## config.mk

```make
export PLATFORM = sky130hd
export DESIGN_NAME = dual_sp_regs
export DESIGN_NICKNAME = d
export VERILOG_FILES = /design/src/rtl/dsp_pkg.sv /design/src/rtl/dsp_mode_track.sv /design/src/rtl/dsp_priv_check.sv /design/src/rtl/dsp_regfile.sv /design/src/rtl/dual_sp_regs.sv
export SDC_FILE = /design/constraint.sdc
export NUM_CORES = 1
export LEC_CHECK = 0
export ABC_AREA = 1
export BUFFER_PORTS_ARGS = -buffer_cell sky130_fd_sc_hd__buf_2
export CAP_MARGIN = 20
export CORE_MARGIN = 10
export CORE_UTILIZATION = 45
export DETAILED_ROUTE_END_ITERATION = 8
export GPL_TIMING_DRIVEN = 0
export PLACE_DENSITY = 0.75
export SLEW_MARGIN = 15
export SYNTH_ARGS = -nofsm -noshare
export SYNTH_HDL_FRONTEND = slang
export SYNTH_SLANG_ARGS = --single-unit
```

## constraint.sdc

```tcl
create_clock -name clk -period 1.5 [get_ports clk]
set_input_delay 0.3 -clock clk [delete_from_list [all_inputs] [get_ports clk]]
set_output_delay 0.3 -clock clk [all_outputs]
set_load 0.01 [all_outputs]
```

## src/rtl/dsp_pkg.sv

```systemverilog
package dsp_pkg;
  localparam int unsigned SP_W = 32;
  localparam int unsigned N_SLOTS = 2;
  typedef enum logic {SLOT_LIVE = 1'b0, SLOT_IDLE = 1'b1} slot_e;
endpackage

```

## src/rtl/dsp_mode_track.sv

```systemverilog
module dsp_mode_track (
  input  logic clk,
  input  logic rst_n,
  input  logic sup_i,
  input  logic cfg_we,
  input  logic cfg_eusp,
  output logic dual_en,
  output logic swap
);
  logic sup_q;
  logic en_q;

  always_ff @(posedge clk) begin
    if (!rst_n) begin
      sup_q <= 1'b1;
      en_q  <= 1'b0;
    end else begin
      sup_q <= sup_i;
      if (cfg_we) en_q <= cfg_eusp;
    end
  end

  assign dual_en = en_q;
  assign swap    = en_q && (sup_i != sup_q);
endmodule

```

## src/rtl/dsp_priv_check.sv

```systemverilog
module dsp_priv_check (
  input  logic clk,
  input  logic rst_n,
  input  logic sup_i,
  input  logic usp_wr_req,
  input  logic usp_rd_req,
  output logic usp_wr_ok,
  output logic usp_rd_ok,
  output logic priv_viol
);
  logic bad;

  assign usp_wr_ok = usp_wr_req && sup_i;
  assign usp_rd_ok = usp_rd_req && sup_i;
  assign bad       = (usp_wr_req || usp_rd_req) && !sup_i;

  always_ff @(posedge clk) begin
    if (!rst_n) priv_viol <= 1'b0;
    else        priv_viol <= bad;
  end
endmodule

```

## src/rtl/dsp_regfile.sv

```systemverilog
module dsp_regfile
  import dsp_pkg::*;
#(
  parameter int unsigned W = SP_W
) (
  input  logic         clk,
  input  logic         rst_n,
  input  logic         swap,
  input  logic         live_we,
  input  logic [W-1:0] live_wdata,
  input  logic         idle_we,
  input  logic [W-1:0] idle_wdata,
  input  logic         dbg_we,
  input  logic         dbg_sel,
  input  logic [W-1:0] dbg_wdata,
  output logic [W-1:0] live_q,
  output logic [W-1:0] idle_q,
  output logic [W-1:0] live_view,
  output logic [W-1:0] idle_view
);
  logic [W-1:0] cur  [N_SLOTS];
  logic [W-1:0] base [N_SLOTS];
  logic [W-1:0] nxt  [N_SLOTS];

  assign base[0] = swap ? cur[1] : cur[0];
  assign base[1] = swap ? cur[0] : cur[1];

  for (genvar i = 0; i < N_SLOTS; i++) begin : g_slot
    logic         core_we;
    logic [W-1:0] core_d;
    logic         dbg_hit;

    assign core_we = (i == 0) ? live_we    : idle_we;
    assign core_d  = (i == 0) ? live_wdata : idle_wdata;
    assign dbg_hit = dbg_we && (dbg_sel == 1'(i));

    always_comb begin
      nxt[i] = base[i];
      if (core_we) nxt[i] = core_d;
      if (dbg_hit) nxt[i] = dbg_wdata;
    end

    always_ff @(posedge clk) begin
      if (!rst_n) cur[i] <= '0;
      else        cur[i] <= nxt[i];
    end
  end

  assign live_q    = cur[0];
  assign idle_q    = cur[1];
  assign live_view = base[0];
  assign idle_view = base[1];
endmodule

```

## src/rtl/dual_sp_regs.sv

```systemverilog
module dual_sp_regs
  import dsp_pkg::*;
#(
  parameter int unsigned W = SP_W
) (
  input  logic         clk,
  input  logic         rst_n,
  input  logic         sup_i,
  input  logic         cfg_we,
  input  logic         cfg_eusp,
  output logic         dual_en,
  input  logic         a7_we,
  input  logic [W-1:0] a7_wdata,
  output logic [W-1:0] a7_rdata,
  input  logic         usp_wr_req,
  input  logic         usp_rd_req,
  input  logic [W-1:0] usp_wdata,
  output logic [W-1:0] usp_rdata,
  output logic         priv_viol,
  input  logic         dbg_we,
  input  logic         dbg_sel,
  input  logic [W-1:0] dbg_wdata,
  output logic [W-1:0] dbg_rdata
);
  logic         swap;
  logic         usp_wr_ok;
  logic         usp_rd_ok;
  logic [W-1:0] live_q;
  logic [W-1:0] idle_q;
  logic [W-1:0] live_view;
  logic [W-1:0] idle_view;

  dsp_mode_track u_mode (
    .clk      (clk),
    .rst_n    (rst_n),
    .sup_i    (sup_i),
    .cfg_we   (cfg_we),
    .cfg_eusp (cfg_eusp),
    .dual_en  (dual_en),
    .swap     (swap)
  );

  dsp_priv_check u_priv (
    .clk        (clk),
    .rst_n      (rst_n),
    .sup_i      (sup_i),
    .usp_wr_req (usp_wr_req),
    .usp_rd_req (usp_rd_req),
    .usp_wr_ok  (usp_wr_ok),
    .usp_rd_ok  (usp_rd_ok),
    .priv_viol  (priv_viol)
  );

  dsp_regfile #(.W(W)) u_regs (
    .clk        (clk),
    .rst_n      (rst_n),
    .swap       (swap),
    .live_we    (a7_we),
    .live_wdata (a7_wdata),
    .idle_we    (usp_wr_ok),
    .idle_wdata (usp_wdata),
    .dbg_we     (dbg_we),
    .dbg_sel    (dbg_sel),
    .dbg_wdata  (dbg_wdata),
    .live_q     (live_q),
    .idle_q     (idle_q),
    .live_view  (live_view),
    .idle_view  (idle_view)
  );

  assign a7_rdata  = live_view;
  assign usp_rdata = usp_rd_ok ? idle_view : '0;
  assign dbg_rdata = (dbg_sel == SLOT_IDLE) ? idle_q : live_q;
endmodule

```

==> flow_summary.json <==
{
  "die_w_um": 125,
  "rr_endpoint": "u_regs.cur[0][5]$_SDFF_PN0_",
  "cp.required_ns": 1.20,
  "fillers": 1136,
  "drc": 0,
  "yosysSeqAreaShare_pct": 26.8,
  "hpwl_um": 16000,
  "netlist_area_um2": 5000,
  "synth.avg_cell_area_um2": 6.02,
  "ir_worst_vdd_mv": 0.526,
  "critPathBufInv": 3,
  "grt_pass1_vias": 6378,
  "clk_pin_slew_worst_paths_ns": 0.08,
  "grt_max_degree": 11,
  "cp_max_fo": 10,
  "fmax_mhz": 518,
  "violations": "negative setup slack",
  "detail_route.wl_per_cell_um": 18.4,
  "fin_skew_ns": 0.0149,
  "layout-drive-gt1-share_pct": 26.7,
  "path_class": "flop to output port",
  "cts_tree": "built",
  "worst_r2r_startpoint": "u_mode.sup_q$_SDFF_PN1_",
  "hp-class": "input port to flop",
  "ant_nets": 0,
  "cp.arrival_ns": 1.63,
  "gp_congestion": 0.931,
  "syn-num-nets": 937,
  "nets": 1153,
  "via_count": 6592,
  "row_count": 38,
  "final-instance-count-excl-fill": 1191,
  "start_util_pct": 46.1,
  "cp-end-kind": "output port",
  "crit_family": "simple AND/OR/NAND/NOR gates",
  "rsz0062_at_grt": "yes",
  "crit_slowest_cell": "dfxtp_2",
  "drt-total-wl_um": 21900,
  "worstMarginPinSlew_ns": 0.757,
  "endpoint": "usp_rdata[12]",
  "crit_path_max_incr_delay_ns": 0.36,
  "crit_cells": 8,
  "grt_pass1_wl_um": 33900,
  "finalPower_mw": 5.48,
  "grt.total_usage_pct": 26.1,
  "hold_violations": 0,
  "fin_tns_setup_ns": -25.38,
  "cp_cell_sequence": "inv_2, nand2_4, nand3_4, buf_6, nand2_1, nand2_1, nor2_1, buf_2",
  "antenna_found_initial": 1,
  "portBuffers": 198,
  "cap_violations": 0,
  "period_needed_ns": 1.93,
  "fin_crit_sh_pct": 129,
  "via_per_inst": 5.53,
  "core_um2": 10800,
  "p_per_area_nw_per_um2": 833,
  "cts_sinks": 67,
  "yosys_warnings": 0,
  "synth_cell_types": 20,
  "worst_slack_ns": -0.431,
  "reg2reg_slack_ns": 0.18,
  "multi_input_area_um2": 2880,
  "dieArea_um2": 15700,
  "ys_ff_latch": 67,
  "insertion_delay_ns": 0.36,
  "syn_inst": 831,
  "slew_headroom_pct": 49.5,
  "place_inst": 1169,
  "drt-initial-drc-count": 862,
  "start_kind": "flop",
  "cts-buffers-inserted": 9,
  "leakagePower_nw": 3.41,
  "area_growth_syn_to_layout_pct": 31.7,
  "cts_max_level": 3,
  "cts_buffer_depth": 2,
  "report.final.slew_viol_count": 0,
  "outcome": "finished, violations left",
  "setup_viol": 64,
  "worstSetupStartpoint": "u_mode.sup_q$_SDFF_PN1_",
  "regArea_um2": 1350,
  "utilization_pct": 60.8,
  "cpMostUsedCell": "nand2_1",
  "io_pins": 204,
  "die_y_um": 125,
  "layout_common_cells": "buf_2, nand2_1, inv_1",
  "layout_commonest_cell": "buf_2",
  "r2r_cells": 8,
  "grt_overflow": 0,
  "dr.pass1.iters": 5,
  "cts-root-buf": "clkbuf_8"
}
## metal layers
| metal | share of wire [%] | wire, um | global-route usage [%] | up-vias |
|---|---|---|---|---|
| met5 | 0 | 0 | 0 | - |
| met4 | 2.4 | 532 | 9.08 | 0 |
| met3 | 11 | 2320 | 7.27 | 46 |
| met2 | 47 | 10200 | 42.4 | 371 |
| met1 | 40 | 8810 | 32.4 | 2983 |
| li1 | - | - | - | 3192 |
## cells in the mapped netlist
master    number  area, um^2
o21ai_1       11        55.1
nand2_1      163         612
buf_4          7        52.6
inv_2          3        11.3
buf_1         10        37.5
dfxtp_1       67        1340
buf_2         14        70.1
a21oi_1       97         485
and2_1        32         200
nor2_4         1        11.3
clkbuf_1      28         105
o21ai_0       86         430
buf_6         15         169
nand2_2        2        12.5
nand4_1       64         400
nand3_4        1        17.5
inv_1         99         372
nand3_1       96         480
nor2_1        34         128
nand2_4        1        11.3
## power by group
| group | total [mW] | internal, mW | switching [mW] |
|---|---|---|---|
| Combinational | 1.95 | 0.751 | 1.20 |
| Clock | 1.54 | 0.791 | 0.747 |
| Sequential | 2.00 | 1.93 | 0.0621 |
## how the worst min path moves through the flow
stage                     startpoint                           to  slack, ns  depth (start not counted)
after floorplan               cfg_we  u_mode.dual_en$_SDFFE_PN0P_       0.39                          1
after detailed placement      cfg_we  u_mode.dual_en$_SDFFE_PN0P_       0.50                          2
final                         cfg_we  u_mode.dual_en$_SDFFE_PN0P_       0.11                          2
after global routing          cfg_we  u_mode.dual_en$_SDFFE_PN0P_       0.11                          2
after CTS                     cfg_we  u_mode.dual_en$_SDFFE_PN0P_       0.11                          2
after global placement        cfg_we  u_mode.dual_en$_SDFFE_PN0P_       0.50                          2
## registers in the layout, indices dropped and copies added (netlist names)
register and cells:
u_mode.sup_q 1, u_priv.priv_viol 1, u_mode.dual_en 1, u_regs.cur 64
## stage by stage
stage	hold WS, ns	instance area [um^2]	worst slack, ns
final	0.113	6590	-0.431
after global routing	0.109	6590	-0.522
after CTS	0.110	6550	-0.409
after detailed placement	0.501	6170	-0.284
after global placement	0.497	6170	-0.325
after floorplan	0.393	5000	0.0748
## logic make-up after synthesis
kind of cell | after synthesis | synth area share, %
AOI/OAI and AO/OA | 194 | 19.4
buffers and inverters | 176 | 16.3
DFF | 67 | 26.8
and+or+nand+nor | 394 | 37.4
## layout make-up
class	count	area share [%]
Multi-Input combinational cell	589	43.8
Sequential cell	67	20.4
Timing Repair Buffer	204	16.7
Buffer	74	7.83
Inverter	102	5.81
Tap cell	140	2.66
Clock buffer	11	2.15
Clock inverter	3	0.608
Antenna cell	1	0.0380
## what timing repair did
| item | 4_1_cts | 5_1_grt |
|---|---|---|
| endpoints found under the setup margin | 90 | 65 |
| pin swaps | 12 | 2 |
| hold buffers | 0 | 0 |
| resized for setup | 46 | 3 |
| gates cloned | 2 | 1 |
| endpoints found under the hold margin | 0 | 0 |
| setup buffers | 3 | 1 |
Note: power is estimated with default switching activity, not from simulation.
